<file path="src/rtl/perr_pkg.sv">
package perr_pkg;
  localparam int unsigned REG_W   = 32;
  localparam int unsigned WADDR_W = REG_W - 2;
  localparam int unsigned NFLAG   = 2;
  localparam int unsigned IDX_OUT = 0;
  localparam int unsigned IDX_IN  = 1;

  typedef struct packed {
    logic [WADDR_W-1:0] waddr;
    logic               in_err;
    logic               out_err;
  } status_t;
endpackage

</file>
<file path="src/rtl/perr_flag.sv">
module perr_flag (
  input  logic clk,
  input  logic rst,
  input  logic set_i,
  input  logic clr_i,
  output logic flag_o
);
  always_ff @(posedge clk) begin
    if (rst)        flag_o <= 1'b0;
    else if (clr_i) flag_o <= 1'b0;
    else if (set_i) flag_o <= 1'b1;
  end
endmodule

</file>
<file path="src/rtl/perr_addr_latch.sv">
module perr_addr_latch #(
  parameter int unsigned W = 30
) (
  input  logic         clk,
  input  logic         rst,
  input  logic         lock_i,
  input  logic         in_hit_i,
  input  logic [W-1:0] in_addr_i,
  input  logic         out_hit_i,
  input  logic [W-1:0] out_addr_i,
  output logic [W-1:0] addr_o
);
  logic         take;
  logic [W-1:0] pick;

  always_comb begin
    take = !lock_i && (in_hit_i || out_hit_i);
    pick = in_hit_i ? in_addr_i : out_addr_i;
  end

  always_ff @(posedge clk) begin
    if (rst)       addr_o <= '0;
    else if (take) addr_o <= pick;
  end
endmodule

</file>
<file path="src/rtl/perr_status_reg.sv">
module perr_status_reg
  import perr_pkg::*;
#(
  parameter int unsigned NUM_CS = 8,
  localparam int unsigned CS_W  = (NUM_CS > 1) ? $clog2(NUM_CS) : 1
) (
  input  logic               clk,
  input  logic               rst,
  input  logic               in_perr,
  input  logic [WADDR_W-1:0] in_waddr,
  input  logic               in_par_en,
  input  logic               out_perr,
  input  logic [WADDR_W-1:0] out_waddr,
  input  logic [CS_W-1:0]    out_cs,
  input  logic [NUM_CS-1:0]  cs_par_en,
  input  logic               reg_sel,
  input  logic               reg_wr,
  input  logic [REG_W-1:0]   reg_wdata,
  output logic [REG_W-1:0]   reg_rdata,
  output logic               irq
);
  logic             wr_stb;
  logic             in_hit, out_hit;
  logic [NFLAG-1:0] set_vec, clr_vec, flag_q;
  logic [WADDR_W-1:0] addr_q;
  status_t          stat;
  logic             unused_wdata;

  always_comb begin
    wr_stb  = reg_sel && reg_wr;
    in_hit  = in_perr && in_par_en;
    out_hit = out_perr && (int'(out_cs) < NUM_CS) && cs_par_en[out_cs];
    set_vec          = '0;
    set_vec[IDX_IN]  = in_hit;
    set_vec[IDX_OUT] = out_hit;
    clr_vec = wr_stb ? reg_wdata[NFLAG-1:0] : '0;
  end

  assign unused_wdata = ^reg_wdata[REG_W-1:NFLAG];

  for (genvar g = 0; g < NFLAG; g++) begin : g_flag
    perr_flag u_flag (
      .clk    (clk),
      .rst    (rst),
      .set_i  (set_vec[g]),
      .clr_i  (clr_vec[g]),
      .flag_o (flag_q[g])
    );
  end

  perr_addr_latch #(.W(WADDR_W)) u_addr (
    .clk        (clk),
    .rst        (rst),
    .lock_i     (|flag_q),
    .in_hit_i   (in_hit),
    .in_addr_i  (in_waddr),
    .out_hit_i  (out_hit),
    .out_addr_i (out_waddr),
    .addr_o     (addr_q)
  );

  always_ff @(posedge clk) begin
    if (rst) irq <= 1'b0;
    else     irq <= |((flag_q | set_vec) & ~clr_vec);
  end

  always_comb begin
    stat.waddr   = addr_q;
    stat.in_err  = flag_q[IDX_IN];
    stat.out_err = flag_q[IDX_OUT];
    reg_rdata    = stat;
  end
endmodule

</file>
<file path="config.mk">
export PLATFORM = sky130hd
export DESIGN_NAME = perr_status_reg
export DESIGN_NICKNAME = d
export VERILOG_FILES = /design/src/rtl/perr_pkg.sv /design/src/rtl/perr_flag.sv /design/src/rtl/perr_addr_latch.sv /design/src/rtl/perr_status_reg.sv
export SDC_FILE = /design/constraint.sdc
export NUM_CORES = 1
export LEC_CHECK = 0
export BUFFER_PORTS_ARGS = -buffer_cell sky130_fd_sc_hd__buf_2
export CAP_MARGIN = 20
export CORE_AREA = 2 2 80 82
export DETAILED_ROUTE_END_ITERATION = 8
export DIE_AREA = 0 0 82 84
export PLACE_DENSITY = 0.79
export SLEW_MARGIN = 10
export SYNTH_ARGS = -nofsm -noshare
export SYNTH_HDL_FRONTEND = slang
export SYNTH_SLANG_ARGS = --single-unit
export TNS_END_PERCENT = 10
</file>
<file path="constraint.sdc">
create_clock -name clk -period 1.4 [get_ports clk]
set_input_delay 0.07 -clock clk [delete_from_list [all_inputs] [get_ports clk]]
set_output_delay 0.07 -clock clk [all_outputs]
set_load 0.02 [all_outputs]
</file>
# --- Yosys cells after proc, flatten, opt, wreduce, memory -nomap -nowiden ---
# Cells that the tools add are included.
op_classes:
  n_bitwise: 3
  n_mux: 4
  n_reduce_logical: 10
  n_lt_le_gt_ge: 1
op_table:
  columns: ["operator", "count"]
  rows:
  - ["$mux W30", 1]
  - ["$reduce_or A2 Y1", 4]
  - ["$logic_and A1 B1 Y1", 4]
  - ["$lt A3 B4 Y1 const B", 1]
  - ["$bmux W1 S3", 1]
  - ["$and A2 B2 Y2", 1]
  - ["$mux W2", 1]
  - ["$not A2 Y2", 1]
  - ["$or A2 B2 Y2", 1]
  - ["$logic_not A1 Y1", 1]
  - ["$logic_or A1 B1 Y1", 1]
  - ["$mux W1", 1]
word_totals:
  ff_bits: 33
  elab_cells: 22
  output_inout_bits: 33

# --- Logic depth before layout (Yosys ltp) ---
# Gate-level depths: netlist of the first run.
logic_depth:
  word_depth: 6
  ltp_mapped: 6
  depth_no_buf: 4

# --- By module ---
# Synthesis of the first run repeated with hierarchy kept, for this count alone.
unflattened:
  hier_cells: 165
  hier_area_um2: 1979.4
modules_own_cells:
  columns: ["module", "cells_per_inst", "area_per_inst_um2", "instances"]
  rows:
  - ["perr_addr_latch", 139, 1747.9, 1]
  - ["perr_status_reg", 20, 163.9, 1]
  - ["perr_flag", 3, 33.8, 2]

# --- Least setup slack after synthesis of the first run ---
# Ideal clock, no wire load.
synth_timing:
  path_kind: "reg2reg"
  start: "reg g_flag[1].u_flag.flag_o"
  end: "reg u_addr.addr_o[0]"
  path_buffers: 2
  arrival_ns: 1.291
  stages_incl_launch_ff: 7
  setup_slack_ns: -0.024
  period_less_slack_ns: 1.424
  cell_sequence: "dfxtp_1 -> or2_1 -> clkbuf_1 -> clkbuf_1 -> a22o_1 -> a31oi_1 -> a31oi_1"
synth_between:
  elab_chain_len: 3
synth_lines:
  columns: ["item", "line", "text"]
  rows:
  - ["start, declared", "perr_flag.sv:6", "output logic flag_o"]
  - ["start signal, assigned", "perr_flag.sv:9", "if (rst) flag_o <= 1'b0;"]
  - ["start signal, assigned", "perr_flag.sv:10", "else if (clr_i) flag_o <= 1'b0;"]
  - ["start signal, assigned", "perr_flag.sv:11", "else if (set_i) flag_o <= 1'b1;"]
  - ["$reduce_or A2 Y1", "perr_status_reg.sv:54", ".lock_i (|flag_q),"]
  - ["$logic_not A1 Y1", "perr_addr_latch.sv:17", "take = !lock_i && (in_hit_i || out_hit_i);"]
  - ["$logic_and A1 B1 Y1", "perr_addr_latch.sv:17", null]
  - ["end signal, assigned", "perr_addr_latch.sv:23", "else if (take) addr_o <= pick;"]
  - ["end, declared", "perr_addr_latch.sv:11", "output logic [W-1:0] addr_o"]
# Every way passes these cells.
# A chain may end at the register's enable or synchronous reset.

# --- Worst setup path after layout of the first run ---
layout_timing:
  start: "reg g_flag[0].u_flag.flag_o"
  end: "reg u_addr.addr_o[14]"
layout_between:
  elab_chain_len: 3
layout_lines:
  columns: ["item", "line"]
  rows:
  - ["start, declared", "perr_flag.sv:6"]
  - ["start signal, assigned", "perr_flag.sv:9"]
  - ["start signal, assigned", "perr_flag.sv:10"]
  - ["start signal, assigned", "perr_flag.sv:11"]
  - ["$reduce_or A2 Y1", "perr_status_reg.sv:54"]
  - ["$logic_not A1 Y1", "perr_addr_latch.sv:17"]
  - ["$logic_and A1 B1 Y1", "perr_addr_latch.sv:17"]
# Every way passes these cells.

==> results of run 1 <==
-- cells in the mapped netlist --
library cell / n / share of area
a31oi_1: 60 / 0.16
nand3_1: 60 / 0.13
dfxtp_1: 33 / 0.29
mux2_2: 32 / 0.16
a22o_1: 30 / 0.11
clkbuf_1: 17 / 0.028
buf_2: 11 / 0.024
buf_6: 4 / 0.019
nor2_1: 3 / 0.0049
buf_4: 2 / 0.0065
mux2i_1: 2 / 0.0087
nand2_1: 2 / 0.0032
a221oi_4: 1 / 0.011
a22o_2: 1 / 0.0043
a311oi_1: 1 / 0.0038
a31o_2: 1 / 0.0038
and2_1: 1 / 0.0027
and4bb_2: 1 / 0.0054
nand2b_1: 1 / 0.0027
nor2b_1: 1 / 0.0027
o21ba_2: 1 / 0.0043
o21bai_1: 1 / 0.0032
o221a_2: 1 / 0.0049
o221ai_2: 1 / 0.0065
or2_1: 1 / 0.0027
-- repair_timing --
action / 4_1_cts / 5_1_grt
gates cloned: 1 / 1
pin swaps: 4 / 12
setup buffers: 3 / 1
endpoints found under the setup margin: 26 / 30
resized for setup: 8 / 12
-- power breakdown --
part	leakage [nW]	internal [W]	total (W)	switching, W
Sequential	0.273	0.00105	0.00115	0.000102
Combinational	1.05	0.000539	0.00116	0.000623
Clock	0.0395	0.000353	0.000683	0.000330
-- routing by layer --
| layer | GRT usage | up-vias |
|---|---|---|
| met4 | 0.0561 | 0 |
| met5 | 0 | - |
| li1 | - | 1296 |
| met1 | 0.269 | 1305 |
| met2 | 0.370 | 141 |
| met3 | 0.0335 | 7 |
-- worst max path at each step --
stage / start / end / slack, ns
global placement: g_flag[1].u_flag.flag_o / u_addr.addr_o[7] / -0.04
global route: g_flag[0].u_flag.flag_o / u_addr.addr_o[17] / -0.11
CTS: g_flag[1].u_flag.flag_o / u_addr.addr_o[7] / -0.05
floorplan: g_flag[1].u_flag.flag_o / u_addr.addr_o[0] / -0.02
detailed placement: g_flag[1].u_flag.flag_o / u_addr.addr_o[7] / -0.10
finish: g_flag[0].u_flag.flag_o / u_addr.addr_o[14] / -0.05
-- cell families (layout without fill, tap and decap cells) --
family / count (synthesis) / count (layout)
flops: 33 / 33
buf+inv: 34 / 146
simple gates: 70 / 70
mux: 34 / 34
compound gates: 98 / 98
-- state kept, by name, summed over array words and instances, names as in the netlist --
register              flops
u_addr.addr_o            30
irq                       1
g_flag.u_flag.flag_o      2
-- worst register-to-register path: stages (launching register included) --
cell and delay, ns:
dfxtp_2 0.33, or2_4 0.27, a221oi_4 0.25, buf_6 0.16, buf_6 0.12, nand3_1 0.07, a31oi_1 0.17
-- area by class of cell --
cell class | count | area, um2 | share of cell area
repair buffers | 138 | 851 | 0.266
clock buffers | 8 | 80.1 | 0.0250
well taps | 77 | 96.3 | 0.0301
multi-input cells | 202 | 1510 | 0.472
flip-flops and latches | 33 | 663 | 0.207
-- through the flow --
stage	util	setup slack, ns
2_1_floorplan	-	-0.0239
3_3_place_gp	0.498	-0.0417
3_5_place_dp	0.498	-0.103
4_1_cts	0.519	-0.0456
5_1_grt	0.525	-0.111
6_report	0.525	-0.0468
==> metrics.cfg, run 1 <==
[route]
drt_iter0_markers = 216
avgViaCountPerCell = 6.00
route.detailed.drc = 0
top_layer = met4
ant_nets = 0
post_drt_wl_per_cell_um = 16.1
route.met2.wl_um = 3680
wl_met1_um = 3110
first_pass_iters = 5
met3_length_um = 548
totalWireLength_um = 7380
vias = 2749

[run_status]
violations = negative setup slack
status = finished with violations

[worst_setup_path]
worstSetupEndpointType = flip-flop
worstPathMaxFanout = 5
critPathMostFrequentCell = buf_6
reg2reg_depth = 6
startpoint_type = flip-flop
r2r_start = g_flag[0].u_flag.flag_o
max_stage_delay_ns = 0.33
r2r_end = u_addr.addr_o[14]
r2r_slack_ns = -0.05
cp_top_family = compound AO/OA/AOI/OAI gates
cpMaxStageDelayCell = dfxtp_2
critPathArrivalTime_ns = 1.65
worst_ep_required_time_ns = 1.60
cp.depth = 6
path_cells = or2_4 > a221oi_4 > buf_6 > buf_6 > nand3_1 > a31oi_1
path_buf_inv = 2
setup.worst_path.class = reg -> reg

[global_routing]
track_usage = 0.213
grt_max_degree = 31
grt_pass1_wl_um = 11600
antenna_found_initial = 0
overflow = 0
first_global_vias = 2510

[placement]
place_inst = 446
gp_congestion = 0.735
port_buffers = 112
dp_hpwl_um = 5160
dpl_cell_area_um2 = 3030

[job]
max_cap_violations = 0

[sta]
hold_viol = 0
min_period_ns = 1.45
fin_crit_sh = 1.03
rsz0062_at_grt = yes
setup_ws_ns = -0.0468
skew_ns = 0.00412
setup_viol = 17
tightest_slew_ns = 0.430
hold_ws_ns = 0.0147
fmax_mhz = 691
report.final.slew_viol_count = 0
max_slew_margin = 0.705
tns_ns = -0.390

[layout]
area_delta_synth_final_pct = 38.5
layout_common_cells = buf_2 (113), a31oi_1 (60), nand3_1 (54), mux2_2 (32), dfxtp_1 (31)
drive_above_1_share = 0.504
fillers = 572
post-route-cell-area_um2 = 3200
final_nets = 490
antenna_cells = 0
fin_cells = 458
final_common_cell = buf_2

[clocking]
ctsHoldBuffers = 0
root_buffer = clkbuf_8
cts-buffers-inserted = 5
clock-sinks = 33
clock_latency_ns = 0.28
h-tree-depth = 2
tritoncts = done
cts_buffer_depth = 2
cts.reportedPaths.clkPinSlew_ns = 0.06

[yosys]
synthCells = 269
syn_nets = 379
synth.avg_cell_area_um2 = 8.60
yosys.area_share.simple = 0.154
synthMuxAreaShare = 0.165
synth.distinct_cells = 25
synth_compound_gate_area_share = 0.318
synth_area_um2 = 2310
synth_top_family_by_area = compound AO/OA/AOI/OAI gates
synth-seq-cells = 33
synth_xor_area_frac = 0
yosys_warnings = 0
synthAdderAreaFrac = 0
ys_seq_area_frac = 0.286

[floorplanning]
initial_core_util = 0.379
core_um2 = 6100
die_h_um = 84
io_pins = 143
dieArea_um2 = 6890
rows = 29
die_w_um = 82

[hold_path]
hold_path_class = in -> reg
holdCritStartpoint = reg_wdata[1]
holdPathEnd = g_flag[1].u_flag.flag_o
hold-path-cell-count = 2

[power_and_ir_drop]
power.leakage_nw = 1.36
p_total_w = 0.00300
power.density_cell_area_nw_per_um2 = 936
ir_worst_vdd_v = 0.000465

Power figures use the tool's default switching activity.
==> inputs of run 2 (changes only) <==
--- a/config.mk
+++ b/config.mk
@@ -7,10 +7,10 @@
 export LEC_CHECK = 0
 export BUFFER_PORTS_ARGS = -buffer_cell sky130_fd_sc_hd__buf_2
 export CAP_MARGIN = 20
-export CORE_AREA = 2 2 80 82
+export CORE_AREA = 2 2 74 76
 export DETAILED_ROUTE_END_ITERATION = 8
-export DIE_AREA = 0 0 82 84
-export PLACE_DENSITY = 0.79
+export DIE_AREA = 0 0 76 78
+export PLACE_DENSITY = 0.87
 export SLEW_MARGIN = 10
 export SYNTH_ARGS = -nofsm -noshare
 export SYNTH_HDL_FRONTEND = slang
==> constraint.sdc (replaced) <==
create_clock -name clk -period 1.8 [get_ports clk]
set_input_delay 0.09 -clock clk [delete_from_list [all_inputs] [get_ports clk]]
set_output_delay 0.09 -clock clk [all_outputs]
set_load 0.02 [all_outputs]
==> run 2 against run 1 <==
Against the previous run:
- first-iteration DRC count rose by 7.9%
- count of clock-buffer cells in the layout fell by 2
- non-clock buffer count fell by 15
- die area fell by 14%
- routed wire length fell by 1.7%
- the run now ends clean
- setup slack improved by 0.17 ns
- hold slack improved by 0.020 ns
- clock skew rose by 0.0016 ns
- flip-flop and latch count did not move
- largest cell class unchanged
- register-to-register slack improved by 0.17 ns
==> metrics.cfg, run 2 (same netlist as run 1, synthesis figures left out) <==
[clocking]
h-tree-depth = 2  ; unchanged
cts-buffers-inserted = 5  ; unchanged
ctsHoldBuffers = 0  ; unchanged
cts_buffer_depth = 2  ; unchanged
cts_resized = 0  ; was 8
clock-sinks = 33  ; unchanged
cts_setup_buffers = 0  ; was 3
clock_latency_ns = 0.28  ; about the same
cts.reportedPaths.clkPinSlew_ns = 0.06  ; about the same
root_buffer = clkbuf_8  ; unchanged
tritoncts = done  ; unchanged

[power_and_ir_drop]
ir_worst_vdd_v = 0.000376  ; was 0.000465 V
p_sw_frac = 0.361  ; was 0.352
power.density_cell_area_nw_per_um2 = 753  ; was 936 nW/um2
p_int_w = 0.00143  ; was 0.00194 W
p_seq_frac = 0.400  ; was 0.384
clock_power_share = 0.240  ; was 0.228
switching_power_w = 0.000808  ; was 0.00106 W
combPwrFrac = 0.360  ; was 0.388
power.leakage_nw = 1.26  ; was 1.36 nW

[placement]
gp_congestion = 0.757  ; was 0.735
dpl_cell_area_um2 = 2890  ; was 3030 um2
dp_hpwl_um = 4980  ; was 5160 um
port_buffers = 112  ; unchanged

[sta]
tns_ns = 0  ; was -0.390 ns
tightest_slew_ns = 0.714  ; was 0.430 ns
setup_viol = 0  ; was 17
fmax_mhz = 598  ; was 691 MHz
report.final.slew_viol_count = 0  ; unchanged
skew_ns = 0.00576  ; was 0.00412 ns
rsz0062_at_grt = no  ; was yes
max_slew_margin = 0.524  ; was 0.705
hold_viol = 0  ; unchanged
fin_crit_sh = 0.930  ; was 1.03
min_period_ns = 1.67  ; was 1.45 ns
hold_ws_ns = 0.0343  ; was 0.0147 ns

[route]
post_drt_wl_per_cell_um = 16.6  ; was 16.1 um
first_pass_iters = 5  ; unchanged
totalWireLength_um = 7250  ; was 7380 um
vias = 2734  ; was 2749
ant_nets = 0  ; unchanged
drt_iter0_markers = 233  ; was 216
avgViaCountPerCell = 6.27  ; was 6.00
route.detailed.drc = 0  ; unchanged

[hold_path]
hold_path_class = in -> reg  ; unchanged
holdCritStartpoint = reg_wdata[1]  ; unchanged
hold-path-cell-count = 2  ; unchanged
holdPathEnd = g_flag[1].u_flag.flag_o  ; unchanged

[worst_setup_path]
reg2reg_depth = 4  ; was 6
path_cells = and4bb_2 > a22o_1 > a31oi_1 > a31oi_1  ; was or2_4 > a221oi_4 > buf_6 > buf_6 > nand3_1 > a31oi_1
cpMaxStageDelayCell = and4bb_2  ; was dfxtp_2
critPathArrivalTime_ns = 1.86  ; was 1.65 ns
crit_path_start = g_flag[1].u_flag.flag_o  ; was g_flag[0].u_flag.flag_o
r2r_start = g_flag[1].u_flag.flag_o  ; was g_flag[0].u_flag.flag_o
startpoint_type = flip-flop  ; unchanged
worstPathMaxFanout = 30  ; was 5
setup.worst_path.class = reg -> reg  ; unchanged
r2r_slack_ns = 0.13  ; was -0.05 ns
max_stage_delay_ns = 0.78  ; was 0.33 ns
worst_ep_required_time_ns = 1.98  ; was 1.60 ns
r2r_end = u_addr.addr_o[4]  ; was u_addr.addr_o[14]
worstSetupEndpointType = flip-flop  ; unchanged
critPathMostFrequentCell = a31oi_1  ; was buf_6

[layout]
largest_reg_flops = 30  ; unchanged
final_nets = 475  ; was 490
top_register = u_addr.addr_o  ; unchanged
final_common_cell = buf_2  ; unchanged
drive_above_1_share = 0.464  ; was 0.504
layout_common_cells = buf_2 (112), a31oi_1 (60), nand3_1 (60), dfxtp_1 (33), mux2_2 (32)  ; was buf_2 (113), a31oi_1 (60), nand3_1 (54), mux2_2 (32), dfxtp_1 (31)
post-route-util = 0.590  ; was 0.525
antenna_cells = 0  ; unchanged
reg_top3 = u_addr.addr_o (30), g_flag.u_flag.flag_o (2), irq (1)  ; unchanged
area_delta_synth_final_pct = 28.6  ; was 38.5%
post-route-cell-area_um2 = 2970  ; was 3200 um2

[floorplanning]
dieArea_um2 = 5930  ; was 6890 um2
die_w_um = 76  ; was 82 um
rows = 26  ; was 29
io_pins = 143  ; unchanged
initial_core_util = 0.459  ; was 0.379
die_h_um = 78  ; was 84 um
core_um2 = 5040  ; was 6100 um2

[global_routing]
grt_max_degree = 33  ; was 31
overflow = 0  ; unchanged
antenna_found_initial = 0  ; unchanged
grt_pass1_wl_um = 11900  ; was 11600 um
first_global_vias = 2631  ; was 2510
track_usage = 0.240  ; was 0.213

[run_status]
status = complete, no violations  ; was finished with violations

[job]
max_cap_violations = 0  ; unchanged

## run 2: changes by cell type in the layout (fill, tap and decap cells not counted), sizes merged
cell / change
buf: -15
clkbuf: -2
clkinv: +2
## run 2: metrics by stage
| step | cells | power, W | setup WS [ns] |
|---|---|---|---|
| finish | 436 | 0.00224 | 0.127 |
| global route | 436 | 0.00236 | 0.0493 |
| CTS | 436 | 0.00225 | 0.157 |
| detailed placement | 428 | 0.00171 | 0.175 |
| global placement | 428 | 0.00168 | 0.238 |
| floorplan | 269 | 0.00144 | 0.376 |
## run 2: layout make-up
class | count | area, um2
Clock buffer | 6 | 72.6
Clock inverter | 2 | 10.0
Fill cell | 469 | 2070
Multi-Input combinational cell | 202 | 1480
Sequential cell | 33 | 661
Tap cell | 70 | 87.6
Timing Repair Buffer | 123 | 668
## run 2: worst max path at each step
stage | to | slack, ns
floorplan | u_addr.addr_o[0] | 0.38
detailed placement | u_addr.addr_o[25] | 0.18
global route | u_addr.addr_o[4] | 0.05
CTS | u_addr.addr_o[4] | 0.16
global placement | u_addr.addr_o[21] | 0.24
finish | u_addr.addr_o[4] | 0.13
## run 2: layer usage
layer	wire (um)	GRT usage	vias up
met5	0	0	-
met4	172	0.0818	0
met3	550	0.0453	23
met2	3640	0.438	155
met1	2890	0.283	1289
li1	-	-	1267
## run 2: critical path, delay by kind of cell, from the launching register on
kind	cells	cell delay, ns
and+or+nand+nor	1	0.78
AOI/OAI and AO/OA	3	0.46
DFF	1	0.33
## run 2: power groups by stage
| stage | clock, W | sequential (W) | combinational, W |
|---|---|---|---|
| floorplan | 0 | 0.000996 | 0.000441 |
| global placement | 0 | 0.000902 | 0.000779 |
| detailed placement | 0 | 0.000907 | 0.000799 |
| CTS | 0.000550 | 0.000893 | 0.000802 |
| global route | 0.000582 | 0.000908 | 0.000870 |
| finish | 0.000536 | 0.000896 | 0.000807 |
==> inputs of run 3 (changes only) <==
--- a/config.mk
+++ b/config.mk
@@ -7,10 +7,10 @@
 export LEC_CHECK = 0
 export BUFFER_PORTS_ARGS = -buffer_cell sky130_fd_sc_hd__buf_2
 export CAP_MARGIN = 20
-export CORE_AREA = 2 2 74 76
+export CORE_AREA = 8 8 93 70
 export DETAILED_ROUTE_END_ITERATION = 8
-export DIE_AREA = 0 0 76 78
-export PLACE_DENSITY = 0.87
+export DIE_AREA = 0 0 101 78
+export PLACE_DENSITY = 0.88
 export SLEW_MARGIN = 10
 export SYNTH_ARGS = -nofsm -noshare
 export SYNTH_HDL_FRONTEND = slang
==> run 3 against run 2 <==
Against the previous run:
- design area grew 0.88%
- setup slack improved by 0.028 ns
- via count fell by 1.5%
- clock power is 4% higher
==> metrics.cfg, run 3 (same netlist as run 1, synthesis figures left out) <==
[clocking]
ctsHoldBuffers = 0  ; unchanged
cts_buffer_depth = 2  ; unchanged
cts-buffers-inserted = 5  ; unchanged
clock-sinks = 33  ; unchanged
cts.reportedPaths.clkPinSlew_ns = 0.06  ; about the same
tritoncts = done  ; unchanged
root_buffer = clkbuf_8  ; unchanged
cts_setup_buffers = 0  ; unchanged
clock_latency_ns = 0.28  ; about the same
h-tree-depth = 2  ; unchanged
cts_resized = 0  ; unchanged

[job]
max_cap_violations = 0  ; unchanged

[worst_setup_path]
path_buf_inv = 0  ; unchanged
critPathArrivalTime_ns = 1.84  ; was 1.86 ns
r2r_slack_ns = 0.15  ; was 0.13 ns
cp_top_family = simple AND/OR/NAND/NOR gates  ; unchanged
startpoint_type = flip-flop  ; unchanged
critPathMostFrequentCell = a31oi_1  ; unchanged
max_stage_delay_ns = 0.78  ; about the same
worst_ep_required_time_ns = 1.99  ; was 1.98 ns
cpMaxStageDelayCell = and4bb_2  ; unchanged
setup.worst_path.class = reg -> reg  ; unchanged
worstSetupEndpointType = flip-flop  ; unchanged
path_cells = and4bb_2 > a22o_1 > a31oi_1 > a31oi_1  ; unchanged
worstPathMaxFanout = 30  ; unchanged

[route]
first_pass_iters = 5  ; unchanged
drt_iter0_markers = 186  ; was 233
totalWireLength_um = 7900  ; was 7250 um
vias = 2694  ; was 2734
post_drt_wl_per_cell_um = 18.0  ; was 16.6 um
route.detailed.drc = 0  ; unchanged
avgViaCountPerCell = 6.15  ; was 6.27
ant_nets = 0  ; unchanged

[sta]
tns_ns = 0  ; unchanged
fmax_mhz = 608  ; was 598 MHz
report.final.slew_viol_count = 0  ; unchanged
hold_viol = 0  ; unchanged
skew_ns = 0.00602  ; was 0.00576 ns
rsz0062_at_grt = no  ; unchanged
fin_crit_sh = 0.914  ; was 0.930
tightest_slew_ns = 0.705  ; was 0.714 ns
setup_viol = 0  ; unchanged
min_period_ns = 1.65  ; was 1.67 ns
max_slew_margin = 0.530  ; was 0.524

[layout]
largest_reg_flops = 30  ; unchanged
drive_above_1_share = 0.464  ; unchanged
fillers = 484  ; was 469
final_nets = 476  ; was 475
layout_common_cells = buf_2 (112), a31oi_1 (60), nand3_1 (60), dfxtp_1 (33), mux2_2 (32)  ; unchanged
top_register = u_addr.addr_o  ; unchanged
reg_top3 = u_addr.addr_o (30), g_flag.u_flag.flag_o (2), irq (1)  ; unchanged
antenna_cells = 0  ; unchanged
area_delta_synth_final_pct = 29.8  ; was 28.6%
post-route-cell-area_um2 = 3000  ; was 2970 um2
final_common_cell = buf_2  ; unchanged
post-route-util = 0.592  ; was 0.590

[global_routing]
grt_max_degree = 35  ; was 33
grt_pass1_wl_um = 12500  ; was 11900 um
antenna_found_initial = 0  ; unchanged
overflow = 0  ; unchanged
first_global_vias = 2613  ; was 2631
track_usage = 0.189  ; was 0.240

[floorplanning]
io_pins = 143  ; unchanged
rows = 22  ; was 26
die_w_um = 101  ; was 76 um
core_um2 = 5060  ; was 5040 um2
die_h_um = 78  ; unchanged
dieArea_um2 = 7880  ; was 5930 um2
initial_core_util = 0.457  ; was 0.459

[power_and_ir_drop]
ir_worst_vdd_v = 0.000346  ; was 0.000376 V
power.density_cell_area_nw_per_um2 = 760  ; was 753 nW/um2
power.leakage_nw = 1.27  ; was 1.26 nW

[run_status]
status = complete, no violations  ; unchanged

[placement]
gp_congestion = 0.748  ; was 0.757
dpl_cell_area_um2 = 2910  ; was 2890 um2
port_buffers = 112  ; unchanged
dp_hpwl_um = 5640  ; was 4980 um

[hold_path]
hold_path_class = in -> reg  ; unchanged

-- run 3: cell count changes in the layout (fill, tap and decap cells not counted) --
cell,change
clkinv_2,-2
buf_12,+1
clkbuf_8,+1
-- run 3: path summary, 6_finish.rpt --
path                      startpoint                       to  cells after the start
max          g_flag[1].u_flag.flag_o        u_addr.addr_o[21]                      4
min                     reg_wdata[1]  g_flag[1].u_flag.flag_o                      2
max reg2reg  g_flag[1].u_flag.flag_o        u_addr.addr_o[21]                      4
min reg2reg         u_addr.addr_o[5]         u_addr.addr_o[5]                      2
-- run 3: area by class of cell --
cell class	instances	area (um2)	share of cell area
well taps	72	90.1	0.0300
repair buffers	124	688	0.229
flip-flops and latches	33	661	0.220
multi-input cells	202	1480	0.492
clock buffers	7	86.3	0.0288
-- run 3: power breakdown --
part           total [W]  internal (W)  switching (W)
Combinational   0.000825      0.000358       0.000467
Clock           0.000556      0.000303       0.000252
Sequential      0.000899      0.000816      0.0000834
Total            0.00228       0.00148       0.000803
-- run 3: worst reg2reg max path: stages, from the launching register on --
cell and delay [ns]:
dfxtp_1 0.34, and4bb_2 0.78, a22o_1 0.24, a31oi_1 0.04, a31oi_1 0.16
-- run 3: metal layers --
layer / share of wire / GRT usage
met2: 0.48 / 0.332
met3: 0.098 / 0.0374
met5: 0 / 0
met4: 0.0046 / 0.0533
met1: 0.41 / 0.228
-- run 3: per-stage QoR --
step	hold slack (ns)	setup slack, ns	total power (W)	instances
after floorplan	0.177	0.376	0.00144	269
after global placement	0.322	0.262	0.00170	431
after detailed placement	0.328	0.159	0.00173	431
after CTS	0.0349	0.171	0.00229	438
after global routing	0.0406	0.0478	0.00240	438
final	0.0440	0.154	0.00228	438
